--- src/rtl/fc_pkg.sv ---
package fc_pkg;
  typedef enum logic [1:0] {
    ST_ACTIVE  = 2'b00,
    ST_PASSIVE = 2'b01,
    ST_BUSOFF  = 2'b10,
    ST_RECOVER = 2'b11
  } fcState_e;

  localparam int EVT_N = 5;

  // level conditions from the datapath, bit order matches evtPulse[3:0]
  typedef struct packed {
    logic overLimit;
    logic rxPas;
    logic txPas;
    logic rxWarn;
    logic txWarn;
  } fcCond_t;

  // strobes from control to datapath
  typedef struct packed {
    logic seqRun;
    logic seqClear;
  } fcStrobe_t;
endpackage

--- src/rtl/fc_datapath.sv ---
module fc_datapath import fc_pkg::*; #(
  parameter int CNT_W      = 9,
  parameter int WARN_LIM   = 96,
  parameter int PASS_LIM   = 128,
  parameter int OFF_LIM    = 256,
  parameter int RUN_LEN    = 11,
  parameter int OCC_TARGET = 128
) (
  input  logic             clk,
  input  logic             rstN,
  input  logic [CNT_W-1:0] rxErrCnt,
  input  logic [CNT_W-1:0] txErrCnt,
  input  logic             bitStrobe,
  input  logic             busRecessive,
  input  fcStrobe_t        strobe,
  output fcCond_t          cond,
  output logic             seqDone
);
  localparam int RUN_W = $clog2(RUN_LEN);
  localparam int OCC_W = $clog2(OCC_TARGET + 1);
  localparam int CMP_W = CNT_W + 2;

  logic [1:0] warnHit, passHit;
  logic [CNT_W-1:0] cntArr [2];
  assign cntArr[0] = txErrCnt;
  assign cntArr[1] = rxErrCnt;

  for (genvar g = 0; g < 2; g++) begin : gCmp
    assign warnHit[g] = CMP_W'(cntArr[g]) >= CMP_W'(WARN_LIM);
    assign passHit[g] = CMP_W'(cntArr[g]) >= CMP_W'(PASS_LIM);
  end

  assign cond.txWarn    = warnHit[0];
  assign cond.rxWarn    = warnHit[1];
  assign cond.txPas     = passHit[0];
  assign cond.rxPas     = passHit[1];
  assign cond.overLimit = CMP_W'(txErrCnt) >= CMP_W'(OFF_LIM);

  logic [RUN_W-1:0] runQ;
  logic [OCC_W-1:0] occQ;
  logic             runEnd;

  assign runEnd  = runQ == RUN_W'(RUN_LEN - 1);
  assign seqDone = occQ == OCC_W'(OCC_TARGET);

  always_ff @(posedge clk) begin
    if (!rstN || strobe.seqClear) begin
      runQ <= '0;
      occQ <= '0;
    end else if (strobe.seqRun && bitStrobe) begin
      if (!busRecessive) begin
        runQ <= '0;
      end else if (runEnd) begin
        runQ <= '0;
        if (!seqDone) occQ <= occQ + 1'b1;
      end else begin
        runQ <= runQ + 1'b1;
      end
    end
  end

  AST_RUN_BOUND: assert property (@(posedge clk) disable iff (!rstN)
    runQ < RUN_W'(RUN_LEN));
  AST_OCC_SAT: assert property (@(posedge clk) disable iff (!rstN)
    occQ <= OCC_W'(OCC_TARGET));
  AST_DOMINANT_RESTART: assert property (@(posedge clk) disable iff (!rstN)
    (strobe.seqRun && !strobe.seqClear && bitStrobe && !busRecessive) |=> runQ == '0);
endmodule

--- src/rtl/fc_control.sv ---
module fc_control import fc_pkg::*; (
  input  logic             clk,
  input  logic             rstN,
  input  fcCond_t          cond,
  input  logic             seqDone,
  input  logic             recoverHold,
  input  logic [EVT_N-1:0] evtEnable,
  output fcStrobe_t        strobe,
  output logic [1:0]       mode,
  output logic             warnFlag,
  output logic             txPassive,
  output logic             rxPassive,
  output logic [EVT_N-1:0] evtPulse,
  output logic             clearCounters
);
  fcState_e stateQ, stateD;
  logic [3:0] prevQ;
  logic [3:0] lvl;

  assign lvl = {cond.rxPas, cond.txPas, cond.rxWarn, cond.txWarn};

  always_comb begin
    stateD = stateQ;
    unique case (stateQ)
      ST_ACTIVE, ST_PASSIVE: begin
        if (cond.overLimit)                stateD = ST_BUSOFF;
        else if (cond.txPas || cond.rxPas) stateD = ST_PASSIVE;
        else                               stateD = ST_ACTIVE;
      end
      ST_BUSOFF:  if (seqDone && !recoverHold) stateD = ST_RECOVER;
      ST_RECOVER: stateD = ST_ACTIVE;
      default:    stateD = ST_ACTIVE;
    endcase
  end

  always_ff @(posedge clk) begin
    if (!rstN) begin
      stateQ    <= ST_ACTIVE;
      prevQ     <= '0;
      evtPulse  <= '0;
      warnFlag  <= 1'b0;
      txPassive <= 1'b0;
      rxPassive <= 1'b0;
    end else begin
      stateQ        <= stateD;
      prevQ         <= lvl;
      evtPulse[3:0] <= lvl & ~prevQ & evtEnable[3:0];
      evtPulse[4]   <= evtEnable[4] && stateD == ST_BUSOFF && stateQ != ST_BUSOFF;
      warnFlag      <= cond.txWarn || cond.rxWarn;
      txPassive     <= cond.txPas;
      rxPassive     <= cond.rxPas;
    end
  end

  assign mode            = (stateQ == ST_RECOVER) ? 2'(ST_BUSOFF) : 2'(stateQ);
  assign clearCounters   = stateQ == ST_RECOVER;
  assign strobe.seqRun   = stateQ == ST_BUSOFF;
  assign strobe.seqClear = stateQ != ST_BUSOFF;

  AST_CLEAR_SINGLE: assert property (@(posedge clk) disable iff (!rstN)
    clearCounters |=> !clearCounters);
  AST_CLEAR_THEN_ACTIVE: assert property (@(posedge clk) disable iff (!rstN)
    clearCounters |=> mode == 2'b00);
  AST_HOLD_KEEPS_OFF: assert property (@(posedge clk) disable iff (!rstN)
    (stateQ == ST_BUSOFF && recoverHold) |=> (mode == 2'b10 && !clearCounters));
  AST_RX_NO_BUSOFF: assert property (@(posedge clk) disable iff (!rstN)
    ((stateQ == ST_ACTIVE || stateQ == ST_PASSIVE) && !cond.overLimit) |=> mode != 2'b10);
  AST_PASSIVE_ENTRY: assert property (@(posedge clk) disable iff (!rstN)
    ((stateQ == ST_ACTIVE || stateQ == ST_PASSIVE) && !cond.overLimit && (cond.txPas || cond.rxPas))
      |=> mode == 2'b01);
  AST_PULSE_SINGLE: assert property (@(posedge clk) disable iff (!rstN)
    (evtPulse != '0) |=> (evtPulse & $past(evtPulse)) == '0);
  AST_PULSE_MASKED: assert property (@(posedge clk) disable iff (!rstN)
    1'b1 |=> (evtPulse & ~$past(evtEnable)) == '0);
  AST_OFF_PULSE_ENTRY: assert property (@(posedge clk) disable iff (!rstN)
    evtPulse[4] |-> (mode == 2'b10 && !clearCounters));
endmodule

--- src/rtl/can_fault_confine.sv ---
module can_fault_confine import fc_pkg::*; #(
  parameter int CNT_W      = 9,
  parameter int WARN_LIM   = 96,
  parameter int PASS_LIM   = 128,
  parameter int OFF_LIM    = 256,
  parameter int RUN_LEN    = 11,
  parameter int OCC_TARGET = 128
) (
  input  logic             clk,
  input  logic             rstN,
  input  logic [CNT_W-1:0] rxErrCnt,
  input  logic [CNT_W-1:0] txErrCnt,
  input  logic             bitStrobe,
  input  logic             busRecessive,
  input  logic             recoverHold,
  input  logic [4:0]       evtEnable,
  output logic [1:0]       mode,
  output logic             warnFlag,
  output logic             txPassive,
  output logic             rxPassive,
  output logic [4:0]       evtPulse,
  output logic             clearCounters
);
  fcCond_t   cond;
  fcStrobe_t strobe;
  logic      seqDone;

  fc_datapath #(
    .CNT_W(CNT_W), .WARN_LIM(WARN_LIM), .PASS_LIM(PASS_LIM),
    .OFF_LIM(OFF_LIM), .RUN_LEN(RUN_LEN), .OCC_TARGET(OCC_TARGET)
  ) uDp (
    .clk(clk), .rstN(rstN), .rxErrCnt(rxErrCnt), .txErrCnt(txErrCnt),
    .bitStrobe(bitStrobe), .busRecessive(busRecessive), .strobe(strobe),
    .cond(cond), .seqDone(seqDone)
  );

  fc_control uCtl (
    .clk(clk), .rstN(rstN), .cond(cond), .seqDone(seqDone),
    .recoverHold(recoverHold), .evtEnable(evtEnable), .strobe(strobe),
    .mode(mode), .warnFlag(warnFlag), .txPassive(txPassive),
    .rxPassive(rxPassive), .evtPulse(evtPulse), .clearCounters(clearCounters)
  );
endmodule

--- config.mk ---
export PLATFORM = sky130hd
export DESIGN_NAME = can_fault_confine
export DESIGN_NICKNAME = d
export VERILOG_FILES = /design/src/rtl/fc_pkg.sv /design/src/rtl/fc_datapath.sv /design/src/rtl/fc_control.sv /design/src/rtl/can_fault_confine.sv
export SDC_FILE = /design/constraint.sdc
export NUM_CORES = 1
export LEC_CHECK = 0
export ABC_AREA = 1
export CAP_MARGIN = 30
export CORE_ASPECT_RATIO = 0.8
export CORE_MARGIN = 5
export CORE_UTILIZATION = 45
export DETAILED_ROUTE_END_ITERATION = 8
export PLACE_DENSITY = 0.79
export SLEW_MARGIN = 0
export SYNTH_ARGS = -nofsm -noshare
export SYNTH_HDL_FRONTEND = slang
export SYNTH_SLANG_ARGS = --single-unit
--- constraint.sdc ---
create_clock -name clk -period 4.05 [get_ports clk]
set_input_delay 0.405 -clock clk [delete_from_list [all_inputs] [get_ports clk]]
set_output_delay 0.405 -clock clk [all_outputs]
set_load 0.005 [all_outputs]
==> results.json, run 1 <==
{
  "outcome": "completed",
  "finalSetupTns_ps": 0,
  "clk-insertion-delay-late_ps": 320,
  "rsz0062_at_grt": "no",
  "endpoint_kind": "primary output",
  "dr.first_iter.drc_count": 54,
  "syn_nets": 197,
  "yosysSeqAreaShare": 0.414,
  "fillers": 242,
  "tritoncts_clock_tree": "done",
  "fin_crit_sh": 0.463,
  "hold_violations": 0,
  "die_w_um": 66.8,
  "finalWirelength_mm": 2.62,
  "finalWeightedCongestion": 0.763,
  "mappedNetlistArea_um2": 1160,
  "worst-r2r-cell-count": 9,
  "crit_path_max_fanout": 7,
  "htree_num_levels": 1,
  "final_antenna_net_count": 0,
  "grt_overflow_total": 0,
  "achievable-frequency_ghz": 0.534,
  "layout_min_cycle_time_ps": 1870,
  "dpl.hpwl_mm": 2.10,
  "worst_slew_margin_rel": 0.810,
  "grt_start_max_net_pins": 15,
  "setup.reg_to_reg.worst_slack_ps": 2440,
  "register_clock_pin_slew_on_the_reported_worst_setup_and_hold_paths_ps": 140,
  "yosys_register_bits": 24,
  "detail_route.wl_per_cell_um": 11.4,
  "grt_first_pass_wirelength_mm": 4.27,
  "worst_clock_skew_ps": 13.3,
  "post-layout-total-power_uw": 470,
  "fp.dieArea_um2": 3700,
  "finalSetupViolations": 0,
  "grt_util_all_layers": 0.148,
  "vdd_ir_drop_max_mv": 0.228,
  "worstReg2RegStart": "uDp.runQ[0]$_SDFFE_PP0P_",
  "first_global_vias": 1048,
  "drc": 0,
  "post_synthesis_compound_gate_area_fraction": 0.0777,
  "flow.area_growth_from_synthesis_pct": 31.0,
  "cellLeakagePower_nw": 0.604,
  "timing.critical_path.from_type": "flop",
  "postCtsHoldBufs": 0,
  "synthesis.area_per_instance_um2": 7.03,
  "synthMuxAreaShare": 0,
  "synth_cell_types": 23,
  "hp-class": "flop to flop",
  "power_density_nw_per_um2": 310,
  "antenna_cells": 0,
  "min-delay-start": "uCtl.prevQ[0]$_SDFF_PN0_",
  "ports": 39,
  "yosys.area_share.simple": 0.369,
  "worst-slew-pin-transition_ps": 285,
  "post_synth_xor_area_fraction": 0.0151,
  "placeableCoreArea_um2": 2460,
  "worstPathArrival_ps": 1470,
  "placement_rows": 16,
  "clock_path_buffers": 2,
  "min_path_cells": 1,
  "slew_violations": 0,
  "cts.sinks": 24,
  "synth_cells": 165,
  "clock_tree.root_cell": "sky130_fd_sc_hd__clkbuf_4",
  "synth_top_family_by_area": "simple AND/OR/NAND/NOR gates",
  "antenna_found_initial": 0,
  "first_pass_iters": 4,
  "max_cap_viol_count": 0,
  "drt-vias-per-instance": 4.76,
  "port_buffers": 28,
  "share_of_post_route_cells_with_drive_strength_above_1": 0.0567,
  "timing.setup.critical_path_class": "flop to primary output",
  "yosys_warnings": 0,
  "worstReg2RegEnd": "uDp.occQ[0]$_SDFFE_PP0P_",
  "post_cts.resized_instances": 0,
  "worst_hold_path.endpoint": "uCtl.evtPulse[0]$_SDFF_PN0_",
  "cts.repair_timing.setup_buffer_count": 0,
  "synth_fa_ha_area_frac": 0.0431,
  "die_height_um": 55.4,
  "worst_ep_required_time_ps": 3640,
  "routed-via-count": 1094,
  "nNetsFinal": 227,
  "cts_made_buffers": 3,
  "start_util": 0.471
}
flip-flops by register name, summed over array words and instances (netlist names):
signal         flops
uCtl.evtPulse      5
uCtl.prevQ         4
uCtl.stateQ        2
uCtl.warnFlag      1
uDp.occQ           8
uDp.runQ           4
cells in the mapped netlist (all sizes together):
cell / n / share of area
nand2: 49 / 0.17
nand4: 2 / 0.011
ha: 4 / 0.043
inv: 20 / 0.065
xor2: 1 / 0.0076
nor3b: 1 / 0.0065
dfxtp: 24 / 0.41
a21oi: 8 / 0.035
nand3: 9 / 0.050
o21a: 1 / 0.0065
nor2: 31 / 0.12
xnor2: 1 / 0.0076
o21ai: 7 / 0.030
dlygate4sd1: 1 / 0.0076
buf: 1 / 0.0043
clkbuf: 1 / 0.0043
nor3: 3 / 0.013
o31ai: 1 / 0.0065
critical path, cell delays in order (launching register included):
cell and delay, ps:
sky130_fd_sc_hd__dfxtp_1 500, sky130_fd_sc_hd__nand2_1 90, sky130_fd_sc_hd__inv_1 80, sky130_fd_sc_hd__clkdlybuf4s50_1 500
how the worst max path moves through the flow:
| stage | startpoint | to | cells past startpoint |
|---|---|---|---|
| floorplan | uDp.runQ[0]$_SDFFE_PP0P_ | uDp.occQ[0]$_SDFFE_PP0P_ | 9 |
| global placement | bitStrobe | uDp.occQ[0]$_SDFFE_PP0P_ | 6 |
| detailed placement | bitStrobe | uDp.occQ[0]$_SDFFE_PP0P_ | 6 |
| CTS | uCtl.stateQ[1]$_SDFF_PN0_ | clearCounters | 3 |
| global route | uCtl.stateQ[1]$_SDFF_PN0_ | clearCounters | 3 |
| finish | uCtl.stateQ[1]$_SDFF_PN0_ | clearCounters | 3 |
report_power, final:
part	leakage, nW	total (mW)	switching [mW]	internal [mW]
Clock	0.0279	0.172	0.0722	0.100
Sequential	0.196	0.247	0.00384	0.243
Combinational	0.380	0.0506	0.0206	0.0299
placed cells by master (no fill, tap or decap), types with 2 or more instances in the layout:
cell,instances
sky130_fd_sc_hd__dfxtp_1,24
sky130_fd_sc_hd__inv_1,20
sky130_fd_sc_hd__o21ai_0,7
sky130_fd_sc_hd__nor2_1,27
sky130_fd_sc_hd__ha_1,4
sky130_fd_sc_hd__nand2_1,47
sky130_fd_sc_hd__nor2_4,3
sky130_fd_sc_hd__nand3_1,8
sky130_fd_sc_hd__nand4_1,2
sky130_fd_sc_hd__clkdlybuf4s50_1,28
sky130_fd_sc_hd__a21oi_1,8
sky130_fd_sc_hd__nor3_1,3
sky130_fd_sc_hd__clkbuf_4,3
cell type report:
class                      count  area [µm²]  share of cell area
multi-input combinational    118         586               0.386
sequential                    24         480               0.316
timing repair buffer          28         280               0.185
inverter                      20        75.1              0.0494
tap                           36        45.0              0.0297
clock inverter                 1        30.0              0.0198
clock buffer                   3        22.5              0.0148
logic make-up (layout without fill, tap and decap cells):
kind of cell    Yosys count  after routing
fa+ha+maj                 4              4
compound gates           17             17
xor+xnor                  2              2
flops                    24             24
simple gates             95             95
buf+inv                  23             52
per-stage QoR:
stage          utilization  cell area [µm²]  hold slack, ps  std cells  setup WS (ps)
2_1_floorplan            -             1160             366        165           2700
3_3_place_gp         0.596             1470             369        226           2360
3_5_place_dp         0.596             1470             382        226           2290
4_1_cts              0.617             1520             401        230           2150
5_1_grt              0.617             1520             408        230           2040
6_report             0.617             1520             396        230           2180
routing by layer:
metal / global-route usage / part of all wire / vias up
met5: 0 / 0 / -
met4: 0.0348 / 0.0038 / 0
met3: 0.0446 / 0.044 / 4
met2: 0.268 / 0.51 / 18
met1: 0.165 / 0.44 / 503
li1: - / - / 569
Note: power is estimated with default switching activity, not from simulation.
==> run 2, diff against run 1 <==
CORE_UTILIZATION = 40   (was 45)
PLACE_DENSITY = 0.74   (was 0.79)
clock period = 1.62 ns   (was 4.05 ns; I/O delays follow)
==> run 2 against run 1 <==
  * Wire length fell by 1.1%
  * Largest cell class unchanged
  * Critical endpoint unchanged
  * Worst hold slack got worse by 16 ps
  * Register-to-register slack got worse by 2300 ps
  * Critical path depth did not move
  * Global-route usage fell by 1.3 points
  * Die area rose by 10%
==> results.json, run 2 (synthesis gave the netlist of run 1 again) <==
{
  "cts_made_buffers": 3,
  "power_switching_share": 0.223,
  "finalSetupViolations": 0,
  "crit_path_cell_trace": "nand2_1 -> inv_1 -> clkdlybuf4s50_1",
  "layout_min_cycle_time_ps": 1520,
  "placedInstanceArea_um2": 1470,
  "cts.sinks": 24,
  "crit_path_max_fanout": 7,
  "grt_start_max_net_pins": 13,
  "cts.repair_timing.setup_buffer_count": 0,
  "worst_slew_margin_rel": 0.811,
  "antenna_found_initial": 0,
  "routed-via-count": 1089,
  "finalWeightedCongestion": 0.769,
  "slew_violations": 0,
  "grt_overflow_total": 0,
  "die_height_um": 58.2,
  "fp.dieArea_um2": 4080,
  "worst_clock_skew_ps": 3.25,
  "seq_power_share": 0.624,
  "cellLeakagePower_nw": 0.607,
  "longest_individual_stage_delay_on_the_worst_path_ps": 510,
  "placement_rows": 17,
  "drc": 0,
  "post_layout_nonfiller_instances": 231,
  "finalSetupTns_ps": 0,
  "largest_registers": "uDp.occQ (8), uCtl.evtPulse (5)",
  "drt-vias-per-instance": 4.71,
  "power.share.clock": 0.250,
  "p_int_uw": 770,
  "start_util": 0.419,
  "timing.critical_path.from_type": "flop",
  "port_buffers": 28,
  "power.share.combinational": 0.126,
  "critPathSlowestCell": "sky130_fd_sc_hd__clkdlybuf4s50_1",
  "grt_util_all_layers": 0.135,
  "first_pass_iters": 6,
  "endpoint_kind": "primary output",
  "finalWirelength_mm": 2.59,
  "register_clock_pin_slew_on_the_reported_worst_setup_and_hold_paths_ps": 120,
  "die_w_um": 70.2,
  "clock_path_buffers": 2,
  "rsz0062_at_grt": "no",
  "hp-class": "input pin to flop",
  "worst_hold_slack_ps": 380,
  "dpl.cell_count": 228,
  "outcome": "completed",
  "ports": 39,
  "htree_num_levels": 1,
  "tritoncts_clock_tree": "done",
  "most_frequent_cells_in_the_layout": "sky130_fd_sc_hd__nand2_1, sky130_fd_sc_hd__clkdlybuf4s50_1, sky130_fd_sc_hd__nor2_1",
  "dr.first_iter.drc_count": 25,
  "hold_violations": 0,
  "antenna_cells": 0,
  "max_cap_viol_count": 0,
  "detail_route.wl_per_cell_um": 11.2,
  "share_of_post_route_cells_with_drive_strength_above_1": 0.0622,
  "fin_area_um2": 1500,
  "nNetsFinal": 227,
  "post-layout-total-power_uw": 991,
  "p_switching_uw": 221,
  "flow.area_growth_from_synthesis_pct": 29.3,
  "final_antenna_net_count": 0,
  "timing.setup.critical_path_class": "flop to primary output",
  "fin_crit_sh": 0.940,
  "register_containing_the_most_flip_flops_in_the_final_layout": "uDp.occQ",
  "layout.cells.most_common": "sky130_fd_sc_hd__nand2_1",
  "worstPathArrival_ps": 1360,
  "first_global_vias": 1070,
  "power_density_nw_per_um2": 660,
  "worst-slew-pin-transition_ps": 282,
  "clk-insertion-delay-late_ps": 300,
  "worst_ep_required_time_ps": 1460,
  "placeableCoreArea_um2": 2770,
  "dpl.hpwl_mm": 2.15,
  "clock_tree.root_cell": "sky130_fd_sc_hd__clkbuf_4",
  "vdd_ir_drop_max_mv": 0.399,
  "achievable-frequency_ghz": 0.657,
  "grt_first_pass_wirelength_mm": 4.49,
  "postCtsHoldBufs": 0,
  "number_of_flip_flops_in_the_largest_register": 8
}
## run 2: worst paths after layout
kind	startpoint	to	slack, ps	cells past startpoint
worst max-delay path	uCtl.stateQ[1]$_SDFF_PN0_	clearCounters	100	3
worst min register to register	uCtl.prevQ[0]$_SDFF_PN0_	uCtl.evtPulse[0]$_SDFF_PN0_	390	1
worst max register to register	uDp.runQ[0]$_SDFFE_PP0P_	uDp.occQ[1]$_SDFFE_PP0P_	160	9
worst min-delay path	evtEnable[1]	uCtl.evtPulse[1]$_SDFF_PN0_	380	3
## run 2: through the flow
step | worst slack, ps | utilization
floorplan | 274 | -
global placement | 160 | 0.531
detailed placement | 103 | 0.531
CTS | 51.5 | 0.540
global route | 33.2 | 0.543
finish | 97.1 | 0.543
## run 2: layout make-up
cell class / count / area [µm²]
repair buffers: 28 / 283
multi-input cells: 118 / 588
clock buffers: 3 / 22.5
fillers: 274 / 1260
flip-flops and latches: 24 / 484
inverters: 20 / 75.1
well taps: 38 / 47.5
## run 2: power groups by stage
stage	combinational, mW	clock, mW	sequential [mW]
after floorplan	0.0424	0	0.632
after global placement	0.123	0	0.631
after detailed placement	0.127	0	0.632
after CTS	0.127	0.263	0.619
after global routing	0.139	0.283	0.621
final	0.125	0.248	0.618
## run 2: critical path: cells and delay by family (launching register included)
| family | cells | cell delay, ps |
|---|---|---|
| DFF | 1 | 420 |
| and+or+nand+nor | 1 | 70 |
| buffers and inverters | 2 | 570 |
## run 2: per-layer routing
layer	up-vias	global-route usage	routed length, µm
met3	2	0.0433	81
li1	570	-	-
met5	-	0	0
met2	16	0.248	1320
met4	0	0.0519	27
met1	501	0.145	1160
## run 2: timing repair
action / in CTS / in global routing
endpoints found under the hold margin: 0 / 0
gates resized for setup: 1 / 3
setup endpoints to repair: 1 / 4
==> run 3, diff against run 2 <==
REMOVE_ABC_BUFFERS = 1   (was default)
==> run 3 against run 2 <==
  * Setup slack got worse by 22 ps
  * Die area did not move
  * Clock skew barely moved
  * Sequential share of layout area fell by 0.11 points
  * Sequential power barely moved
  * Combinational power barely moved
  * Global-route usage fell by 0.19 points
  * Via count fell by 1.6%
  * Maximum frequency fell by 1.4%
  * Critical endpoint unchanged
  * Largest cell class unchanged
  * Highest routed layer unchanged
==> results.json, run 3 (synthesis gave the netlist of run 1 again) <==
{
  "outcome": "completed",
  "finalWirelength_mm": 2.55,
  "antenna_found_initial": 0,
  "ports": 39,
  "critical_path_startpoint": "uCtl.stateQ[1]$_SDFF_PN0_",
  "finalSetupTns_ps": 0,
  "timing.setup.critical_path_class": "flop to primary output",
  "crit_path_max_fanout": 7,
  "cts_made_buffers": 3,
  "longest_individual_stage_delay_on_the_worst_path_ps": 510,
  "die_w_um": 70.2,
  "worst-slew-pin-transition_ps": 276,
  "drt-vias-per-instance": 4.64,
  "placement_rows": 17,
  "endpoint_kind": "primary output",
  "layout_min_cycle_time_ps": 1550,
  "achievable-frequency_ghz": 0.647,
  "final_antenna_net_count": 0,
  "clock_path_buffers": 2,
  "hold_violations": 0,
  "die_height_um": 58.2,
  "timing.critical_path.from_type": "flop",
  "grt_start_max_net_pins": 13,
  "hp-class": "input pin to flop",
  "clock_tree.root_cell": "sky130_fd_sc_hd__clkbuf_4",
  "dr.first_iter.drc_count": 35,
  "cts.sinks": 24,
  "crit_path_cell_trace": "nand2_1 -> inv_1 -> clkdlybuf4s50_1",
  "post_layout_nonfiller_instances": 231,
  "placeableCoreArea_um2": 2770,
  "layout.cells.most_common": "sky130_fd_sc_hd__nand2_1",
  "htree_num_levels": 1,
  "worst_ep_required_time_ps": 1460,
  "cellLeakagePower_nw": 0.589,
  "finalSetupViolations": 0,
  "power_density_nw_per_um2": 662,
  "register_clock_pin_slew_on_the_reported_worst_setup_and_hold_paths_ps": 120,
  "flow.area_growth_from_synthesis_pct": 29.1,
  "grt_overflow_total": 0,
  "worstReg2RegStart": "uDp.runQ[0]$_SDFFE_PP0P_",
  "postCtsHoldBufs": 0,
  "critPathSlowestCell": "sky130_fd_sc_hd__clkdlybuf4s50_1",
  "antenna_cells": 0,
  "grt_util_all_layers": 0.133,
  "max_cap_viol_count": 0,
  "detail_route.wl_per_cell_um": 11.0,
  "number_of_flip_flops_in_the_largest_register": 8,
  "fp.dieArea_um2": 4080,
  "start_util": 0.419,
  "first_pass_iters": 4,
  "most_frequent_cells_in_the_layout": "sky130_fd_sc_hd__nand2_1, sky130_fd_sc_hd__clkdlybuf4s50_1, sky130_fd_sc_hd__nor2_1",
  "port_buffers": 28,
  "drc": 0,
  "routed-via-count": 1072,
  "register_containing_the_most_flip_flops_in_the_final_layout": "uDp.occQ",
  "largest_registers": "uDp.occQ (8), uCtl.evtPulse (5)",
  "tritoncts_clock_tree": "done",
  "slew_violations": 0,
  "dpl.hpwl_mm": 2.06,
  "min-delay-start": "evtEnable[3]",
  "worstPathArrival_ps": 1380,
  "vdd_ir_drop_max_mv": 0.548,
  "rsz0062_at_grt": "no",
  "first_global_vias": 1083,
  "clk-insertion-delay-late_ps": 300,
  "fin_crit_sh": 0.954,
  "dpl.cell_count": 228,
  "worst_clock_skew_ps": 3.25,
  "post-layout-total-power_uw": 992,
  "nNetsFinal": 227,
  "worst_slew_margin_rel": 0.815,
  "grt_first_pass_wirelength_mm": 4.40,
  "share_of_post_route_cells_with_drive_strength_above_1": 0.0674,
  "finalWeightedCongestion": 0.863
}
-- run 3: final timing paths --
path | cells past startpoint | slack [ps] | endpoint
setup / recovery | 3 | 70 | clearCounters
hold / removal | 3 | 380 | uCtl.evtPulse[3]$_SDFF_PN0_
setup reg to reg | 9 | 160 | uDp.occQ[1]$_SDFFE_PP0P_
hold reg to reg | 1 | 390 | uCtl.evtPulse[0]$_SDFF_PN0_
-- run 3: metal layers --
layer  global-route usage  part of all wire  vias to the layer above
met5                    0                 0                        -
met4               0.0492             0.011                        0
met3               0.0433             0.037                        2
met2                0.238              0.49                       19
met1                0.148              0.46                      478
li1                     -                 -                      573
-- run 3: what timing repair did --
item | CTS | global route
setup endpoints to repair | 1 | 4
pin swaps | 0 | 0
gates resized for setup | 1 | 4
setup buffers | 0 | 0
-- run 3: cell type report --
type,count,area (µm²)
well taps,38,47.5
clock buffers,3,22.5
multi-input cells,118,591
repair buffers,28,280
flip-flops and latches,24,482
fillers,267,1270
inverters,20,75.1
-- run 3: report_power, final --
group | total [mW] | leakage (nW) | switching, mW | internal, mW
Clock | 0.246 | 0.0138 | 0.160 | 0.0867
Combinational | 0.127 | 0.379 | 0.0516 | 0.0753
Sequential | 0.619 | 0.197 | 0.00987 | 0.609
Total | 0.992 | 0.589 | 0.221 | 0.771
-- run 3: metrics by stage --
stage	setup slack, ps	hold slack (ps)	instance area [µm²]	utilization
after global routing	12.8	387	1500	0.542
after detailed placement	68.6	382	1470	0.531
after CTS	49.7	369	1490	0.540
after global placement	151	368	1470	0.531
after floorplan	274	282	1140	-
final	74.8	381	1500	0.542
-- run 3: critical path: cells and delay by family (launching register included) --
kind                   cells  cell delay [ps]
AND/OR/NAND/NOR            1               70
buffers and inverters      2              570
flip-flops                 1              430
